===== config.mk =====
export PLATFORM = sky130hd
export DESIGN_NAME = shadow_ret_guard
export DESIGN_NICKNAME = d
export VERILOG_FILES = /design/src/rtl/ssv_pkg.sv /design/src/rtl/ssv_addr_map.sv /design/src/rtl/ssv_ls_filter.sv /design/src/rtl/ssv_seq.sv /design/src/rtl/shadow_ret_guard.sv
export SDC_FILE = /design/constraint.sdc
export NUM_CORES = 1
export LEC_CHECK = 0
export BUFFER_PORTS_ARGS = -buffer_cell sky130_fd_sc_hd__buf_2
export CAP_MARGIN = 20
export CORE_AREA = 2 2 257 259
export CTS_CLUSTER_SIZE = 28
export DETAILED_ROUTE_END_ITERATION = 7
export DIE_AREA = 0 0 259 261
export HOLD_SLACK_MARGIN = 0.1
export SETUP_SLACK_MARGIN = 0.2
export SKIP_CTS_REPAIR_TIMING = 1
export SLEW_MARGIN = 10
export SYNTH_ARGS = -nofsm -noshare
export SYNTH_HDL_FRONTEND = slang
export SYNTH_SLANG_ARGS = --single-unit

===== constraint.sdc =====
create_clock -name clk -period 6.2 [get_ports clk]
set_input_delay 0.62 -clock clk [delete_from_list [all_inputs] [get_ports clk]]
set_output_delay 0.62 -clock clk [all_outputs]
set_load 0.02 [all_outputs]

===== src/rtl/ssv_pkg.sv =====
package ssv_pkg;
    typedef enum logic [1:0] {
        ST_IDLE = 2'd0,
        ST_ACC0 = 2'd1,
        ST_ACC1 = 2'd2,
        ST_FIN  = 2'd3
    } seq_st_e;
endpackage


===== src/rtl/ssv_addr_map.sv =====
module ssv_addr_map #(
    parameter int ADDR_W     = 64,
    parameter int SHADOW_BIT = 40
) (
    input  logic [ADDR_W-1:0] addr_i,
    output logic [ADDR_W-1:0] shadow_o
);
    localparam logic [ADDR_W-1:0] FLIP_MASK = ADDR_W'(1) << SHADOW_BIT;

    assign shadow_o = addr_i ^ FLIP_MASK;
endmodule


===== src/rtl/ssv_ls_filter.sv =====
module ssv_ls_filter #(
    parameter int ADDR_W     = 64,
    parameter int SHADOW_BIT = 40
) (
    input  logic              ls_valid_i,
    input  logic              ls_user_i,
    input  logic [ADDR_W-1:0] ls_addr_i,
    output logic              ls_fault_o
);
    assign ls_fault_o = ls_valid_i & ls_user_i & ls_addr_i[SHADOW_BIT];
endmodule


===== src/rtl/ssv_seq.sv =====
module ssv_seq
    import ssv_pkg::*;
#(
    parameter int ADDR_W     = 64,
    parameter int DATA_W     = 64,
    parameter int SLOT_BYTES = 8
) (
    input  logic              clk,
    input  logic              rst_n,
    input  logic              cmd_valid_i,
    output logic              cmd_ready_o,
    input  logic              cmd_ret_i,
    input  logic              cmd_user_i,
    input  logic [ADDR_W-1:0] cmd_sp_i,
    input  logic [DATA_W-1:0] cmd_ret_addr_i,
    output logic              busy_o,
    output logic [ADDR_W-1:0] slot_o,
    input  logic [ADDR_W-1:0] shadow_i,
    output logic              mem_req_o,
    output logic              mem_we_o,
    output logic [ADDR_W-1:0] mem_addr_o,
    output logic [DATA_W-1:0] mem_wdata_o,
    input  logic              mem_rsp_i,
    input  logic [DATA_W-1:0] mem_rdata_i,
    output logic              done_valid_o,
    output logic              done_fault_o,
    output logic [DATA_W-1:0] done_target_o,
    output logic [ADDR_W-1:0] done_sp_o,
    output logic [DATA_W-1:0] flt_normal_o,
    output logic [DATA_W-1:0] flt_shadow_o
);
    localparam logic [ADDR_W-1:0] STEP = ADDR_W'(SLOT_BYTES);

    typedef struct packed {
        seq_st_e           st;
        logic              is_ret;
        logic              user;
        logic [ADDR_W-1:0] slot;
        logic [DATA_W-1:0] val;
        logic [DATA_W-1:0] rd0;
        logic [DATA_W-1:0] rd1;
        logic              miss;
    } seq_regs_t;

    seq_regs_t r_d, r_q;

    always_comb begin
        r_d = r_q;
        case (r_q.st)
            ST_IDLE: begin
                if (cmd_valid_i) begin
                    r_d.st     = ST_ACC0;
                    r_d.is_ret = cmd_ret_i;
                    r_d.user   = cmd_user_i;
                    r_d.slot   = cmd_ret_i ? cmd_sp_i : cmd_sp_i - STEP;
                    r_d.val    = cmd_ret_addr_i;
                    r_d.rd0    = '0;
                    r_d.rd1    = '0;
                    r_d.miss   = 1'b0;
                end
            end
            ST_ACC0: begin
                if (mem_rsp_i) begin
                    r_d.rd0 = mem_rdata_i;
                    r_d.st  = r_q.user ? ST_ACC1 : ST_FIN;
                end
            end
            ST_ACC1: begin
                if (mem_rsp_i) begin
                    r_d.rd1  = mem_rdata_i;
                    r_d.miss = r_q.is_ret && (r_q.rd0 != mem_rdata_i);
                    r_d.st   = ST_FIN;
                end
            end
            default: r_d.st = ST_IDLE;
        endcase
    end

    always_ff @(posedge clk) begin
        if (!rst_n) begin
            r_q <= '0;
        end else begin
            r_q <= r_d;
        end
    end

    assign cmd_ready_o   = (r_q.st == ST_IDLE);
    assign busy_o        = (r_q.st != ST_IDLE);
    assign slot_o        = r_q.slot;
    assign mem_req_o     = (r_q.st == ST_ACC0) || (r_q.st == ST_ACC1);
    assign mem_we_o      = !r_q.is_ret;
    assign mem_addr_o    = (r_q.st == ST_ACC1) ? shadow_i : r_q.slot;
    assign mem_wdata_o   = r_q.val;
    assign done_valid_o  = (r_q.st == ST_FIN);
    assign done_fault_o  = r_q.miss;
    assign done_target_o = r_q.is_ret ? r_q.rd0 : '0;
    assign done_sp_o     = (r_q.is_ret && !r_q.miss) ? r_q.slot + STEP : r_q.slot;
    assign flt_normal_o  = r_q.rd0;
    assign flt_shadow_o  = r_q.rd1;

    assert_req_hold_R8: assert property (@(posedge clk) disable iff (!rst_n)
        (mem_req_o && !mem_rsp_i) |=> (mem_req_o && $stable(mem_addr_o) && $stable(mem_wdata_o)));

    assert_fault_user_ret_R4: assert property (@(posedge clk) disable iff (!rst_n)
        (done_valid_o && done_fault_o) |-> (r_q.is_ret && r_q.user));

    assert_fault_keeps_sp_R4: assert property (@(posedge clk) disable iff (!rst_n)
        (done_valid_o && done_fault_o) |-> (done_sp_o == cmd_sp_hold));

    assert_super_single_R5: assert property (@(posedge clk) disable iff (!rst_n)
        (mem_req_o && !r_q.user) |-> (r_q.st == ST_ACC0));

    assert_accept_only_valid_R7: assert property (@(posedge clk) disable iff (!rst_n)
        $rose(busy_o) |-> $past(cmd_valid_i));

    // Stack pointer captured at acceptance, kept for the fault check only.
    logic [ADDR_W-1:0] cmd_sp_hold;
    always_ff @(posedge clk) begin
        if (!rst_n) begin
            cmd_sp_hold <= '0;
        end else if (cmd_valid_i && cmd_ready_o) begin
            cmd_sp_hold <= cmd_sp_i;
        end
    end
endmodule


===== src/rtl/shadow_ret_guard.sv =====
module shadow_ret_guard #(
    parameter int ADDR_W     = 64,
    parameter int DATA_W     = 64,
    parameter int SLOT_BYTES = 8,
    parameter int SHADOW_BIT = 40
) (
    input  logic              clk,
    input  logic              rst_n,
    input  logic              cmd_valid,
    output logic              cmd_ready,
    input  logic              cmd_ret,
    input  logic              cmd_user,
    input  logic [ADDR_W-1:0] cmd_sp,
    input  logic [DATA_W-1:0] cmd_ret_addr,
    output logic              busy,
    output logic              mem_req,
    output logic              mem_we,
    output logic [ADDR_W-1:0] mem_addr,
    output logic [DATA_W-1:0] mem_wdata,
    input  logic              mem_rsp,
    input  logic [DATA_W-1:0] mem_rdata,
    output logic              done_valid,
    output logic              done_fault,
    output logic [DATA_W-1:0] done_target,
    output logic [ADDR_W-1:0] done_sp,
    output logic [DATA_W-1:0] flt_normal,
    output logic [DATA_W-1:0] flt_shadow,
    input  logic              ls_valid,
    input  logic              ls_user,
    input  logic [ADDR_W-1:0] ls_addr,
    output logic              ls_fault
);
    logic [ADDR_W-1:0] slot_w;
    logic [ADDR_W-1:0] shadow_w;

    ssv_addr_map #(.ADDR_W(ADDR_W), .SHADOW_BIT(SHADOW_BIT)) u_map (
        .addr_i   (slot_w),
        .shadow_o (shadow_w)
    );

    ssv_seq #(.ADDR_W(ADDR_W), .DATA_W(DATA_W), .SLOT_BYTES(SLOT_BYTES)) u_seq (
        .clk            (clk),
        .rst_n          (rst_n),
        .cmd_valid_i    (cmd_valid),
        .cmd_ready_o    (cmd_ready),
        .cmd_ret_i      (cmd_ret),
        .cmd_user_i     (cmd_user),
        .cmd_sp_i       (cmd_sp),
        .cmd_ret_addr_i (cmd_ret_addr),
        .busy_o         (busy),
        .slot_o         (slot_w),
        .shadow_i       (shadow_w),
        .mem_req_o      (mem_req),
        .mem_we_o       (mem_we),
        .mem_addr_o     (mem_addr),
        .mem_wdata_o    (mem_wdata),
        .mem_rsp_i      (mem_rsp),
        .mem_rdata_i    (mem_rdata),
        .done_valid_o   (done_valid),
        .done_fault_o   (done_fault),
        .done_target_o  (done_target),
        .done_sp_o      (done_sp),
        .flt_normal_o   (flt_normal),
        .flt_shadow_o   (flt_shadow)
    );

    ssv_ls_filter #(.ADDR_W(ADDR_W), .SHADOW_BIT(SHADOW_BIT)) u_ls (
        .ls_valid_i (ls_valid),
        .ls_user_i  (ls_user),
        .ls_addr_i  (ls_addr),
        .ls_fault_o (ls_fault)
    );

    assert_mirror_one_bit_R1: assert property (@(posedge clk) disable iff (!rst_n)
        (mem_req && busy) |-> ($countones(slot_w ^ shadow_w) == 1));
endmodule


==> qor.txt <==
Vias/cell: 4.588
Area share of the largest cell type after synthesis: 35.76%
Total grt overflow: 0
Global placement routability congestion: 0.8766
Place WS: 2.781 ns
TritonCTS clock tree: built
I/O Pins: 655
Most common cell after layout, fill and taps aside: buf_2
Syn avg cell area: 8.117 um2
DP HPWL: 40970 um
TritonCTS Sinks: 261
Antenna viol nets, final: 0
Setup crit end kind: output pin
Post-Syn Instances: 1800
Core ar.: 0.06504 mm2
CTS root buf: clkbuf_16
Setup-failing EPs final: 0
Clock Skew: 0.02202 ns
Cell Count, Final, Fillers Out: 2962
Vias in the first global route: 12054
WHS: 0.2673 ns
Final worst setup slack: 2.391 ns
Starting DRT DRC Count: 888
Drt drc: 0
Clk pin slew, worst setup/hold paths: 0.06 ns
# nets final: 2343
Clock buffer depth: 3
Largest cells by area after synthesis: dfxtp_1 36%, buf_4 13%, a22oi_1 6.6%, xor2_1 5.6%, nor2_1 4.9%
RSZ-0062 raised after global routing: false
Largest area contributor in the netlist: dfxtp_1
Sequential area share after synthesis: 35.76%
Worst slew pin tran: 1.170 ns
GRT Util Overall: 14.90%
Final hold vios: 0
Area after DPL: 0.01645 mm2
Crit Path Class: reg2out
First-pass GRT wire length: 77340 um
Final period util: 61.43%
Fmax: 0.2626 GHz
CP Launch Type: flip-flop
Crit-path max FO: 5
Crit path time final: 3.809 ns
DR pass1 iterations: 5
WP data arrival: 3.19 ns
Routed len/inst: 18.48 um
Hold crit path type: in2reg
Share of layout cells above drive strength 1: 32.41%
Latest clock arrival within the worst-skew pair: 0.59 ns
Total number of vias: 13589
Static leakage: 7.871 nW
Row count: 94
Setup tns final: 0 ns
YS warnings: 0
Cell variety after synth: 58
Drt total wl: 54750 um
Largest net degree at the start of global routing: 182
Initial antenna violation count: 8
H-Tree Level Count: 1
VDD IR max: 0.3257 mV
Starting Density: 22.46%
Die W: 259 um
Area grow syn2layout: 19.77%
CTS Buf Count: 31
Cell Count Post-Placement: 2904
CP Data Required Time: 5.58 ns
Post-route cell area: 0.01750 mm2
Yosys reg bits: 261
Port Buf Inserts: 591
Die H: 261 um
Slew Limit Fails: 0
Commonest cells after routing, fill and taps aside: 591 x buf_2, 260 x dfxtp_1, 189 x nor2_1, 168 x nand2_1, 128 x a22oi_1
Synthesized area: 0.01461 mm2
Max-cap violations: 0
Die area: 0.06760 mm2
Post-synth EDFFs: 0
Synth Flop Type: dfxtp_1
Post-synth ARST share: 0%
Max_slew headroom: 22.02%
Syn Nets: 2070
Status: completed
Power Density: 362.8 mW/mm2
==> path summary, 6_finish.rpt <==
path,start,to,slack [ns],cells after the start
min,cmd_ret_addr[63],u_seq.mem_wdata_o[63],0.27,3
max,u_seq.slot_o[3],done_sp[43],2.39,7
max reg2reg,u_seq.r_q[259],u_seq.mem_wdata_o[30],3.69,6
min reg2reg,u_seq.mem_wdata_o[11],u_seq.mem_wdata_o[11],0.45,2
==> Yosys cell counts, types with 4 or more instances <==
cell type,instances
a211oi_1,27
a21oi_1,84
a22oi_1,128
a311oi_1,8
a31oi_1,11
and2_1,69
and3_1,24
and4_1,12
buf_1,13
buf_4,260
clkbuf_1,90
dfxtp_1,261
ha_1,6
inv_1,15
nand2_1,169
nand2b_1,5
nand3_1,31
nand4_1,30
nor2_1,189
nor3_1,43
nor4_1,38
nor4_4,4
o211ai_1,4
o21ai_0,40
o31ai_1,12
or2_2,5
or3_1,19
or4_1,17
xnor2_1,59
xor2_1,94
==> power breakdown <==
group	leakage [nW]	internal, W	total [W]	switching [W]
Clock	0.521	0.00113	0.00190	0.000765
Sequential	2.13	0.00193	0.00222	0.000292
Combinational	5.22	0.000659	0.00223	0.00157
==> metal layers <==
| layer | routed length [um] | GRT usage, % | share of wire, % | vias to the layer above |
|---|---|---|---|---|
| li1 | - | - | - | 6534 |
| met1 | 21460 | 17.67 | 39 | 6349 |
| met2 | 26710 | 25.82 | 49 | 595 |
| met3 | 4338 | 3.358 | 7.9 | 101 |
| met4 | 2171 | 6.342 | 4.0 | 10 |
| met5 | 66 | 0 | 0.12 | - |
==> final cells by class <==
type	instances	area (um2)
diodes	3	7.507
repair buffers	606	3095
fillers	7105	47540
clock buffers	44	904.6
multi-input cells	1158	6982
inverters	15	61.31
well taps	864	1081
flip-flops and latches	261	5226
clock inverters	11	141.4
==> per-stage QoR <==
| step | total power, W | util [%] |
|---|---|---|
| global route | 0.006678 | 26.90 |
| finish | 0.006349 | 26.91 |
| detailed placement | 0.004497 | 25.29 |
| floorplan | 0.003909 | - |
| global placement | 0.004491 | 25.29 |
| CTS | 0.006419 | 26.89 |
==> cell families (layout without fill, tap and decap cells) <==
family / Yosys count / after routing / share of synthesized area [%]
and+or+nand+nor: 674 / 674 / 23.26
buffers and inverters: 381 / 676 / 16.54
AOI/OAI and AO/OA: 323 / 323 / 14.61
DFF: 261 / 261 / 35.76
xor gates and xnor gates: 153 / 153 / 9.172
adders and majority gates: 6 / 6 / 0.5138
muxes: 2 / 2 / 0.1456
other: 0 / 3 / 0
==> critical path: stages, from the launching register on <==
cell	delay [ns]
dfxtp_1	0.42
ha_1	0.20
nand3b_1	0.31
or2_2	0.43
nor4_1	0.70
nand4_1	0.20
xnor2_1	0.17
buf_2	0.18
==> flip-flops by register name, summed over array words and instances (netlist names) <==
name	flops
u_seq.r_q	4
u_seq.flt_shadow_o	64
u_seq.mem_wdata_o	64
u_seq.flt_normal_o	64
u_seq.done_fault_o	1
u_seq.slot_o	64
Note: power is estimated with default switching activity, not from simulation.
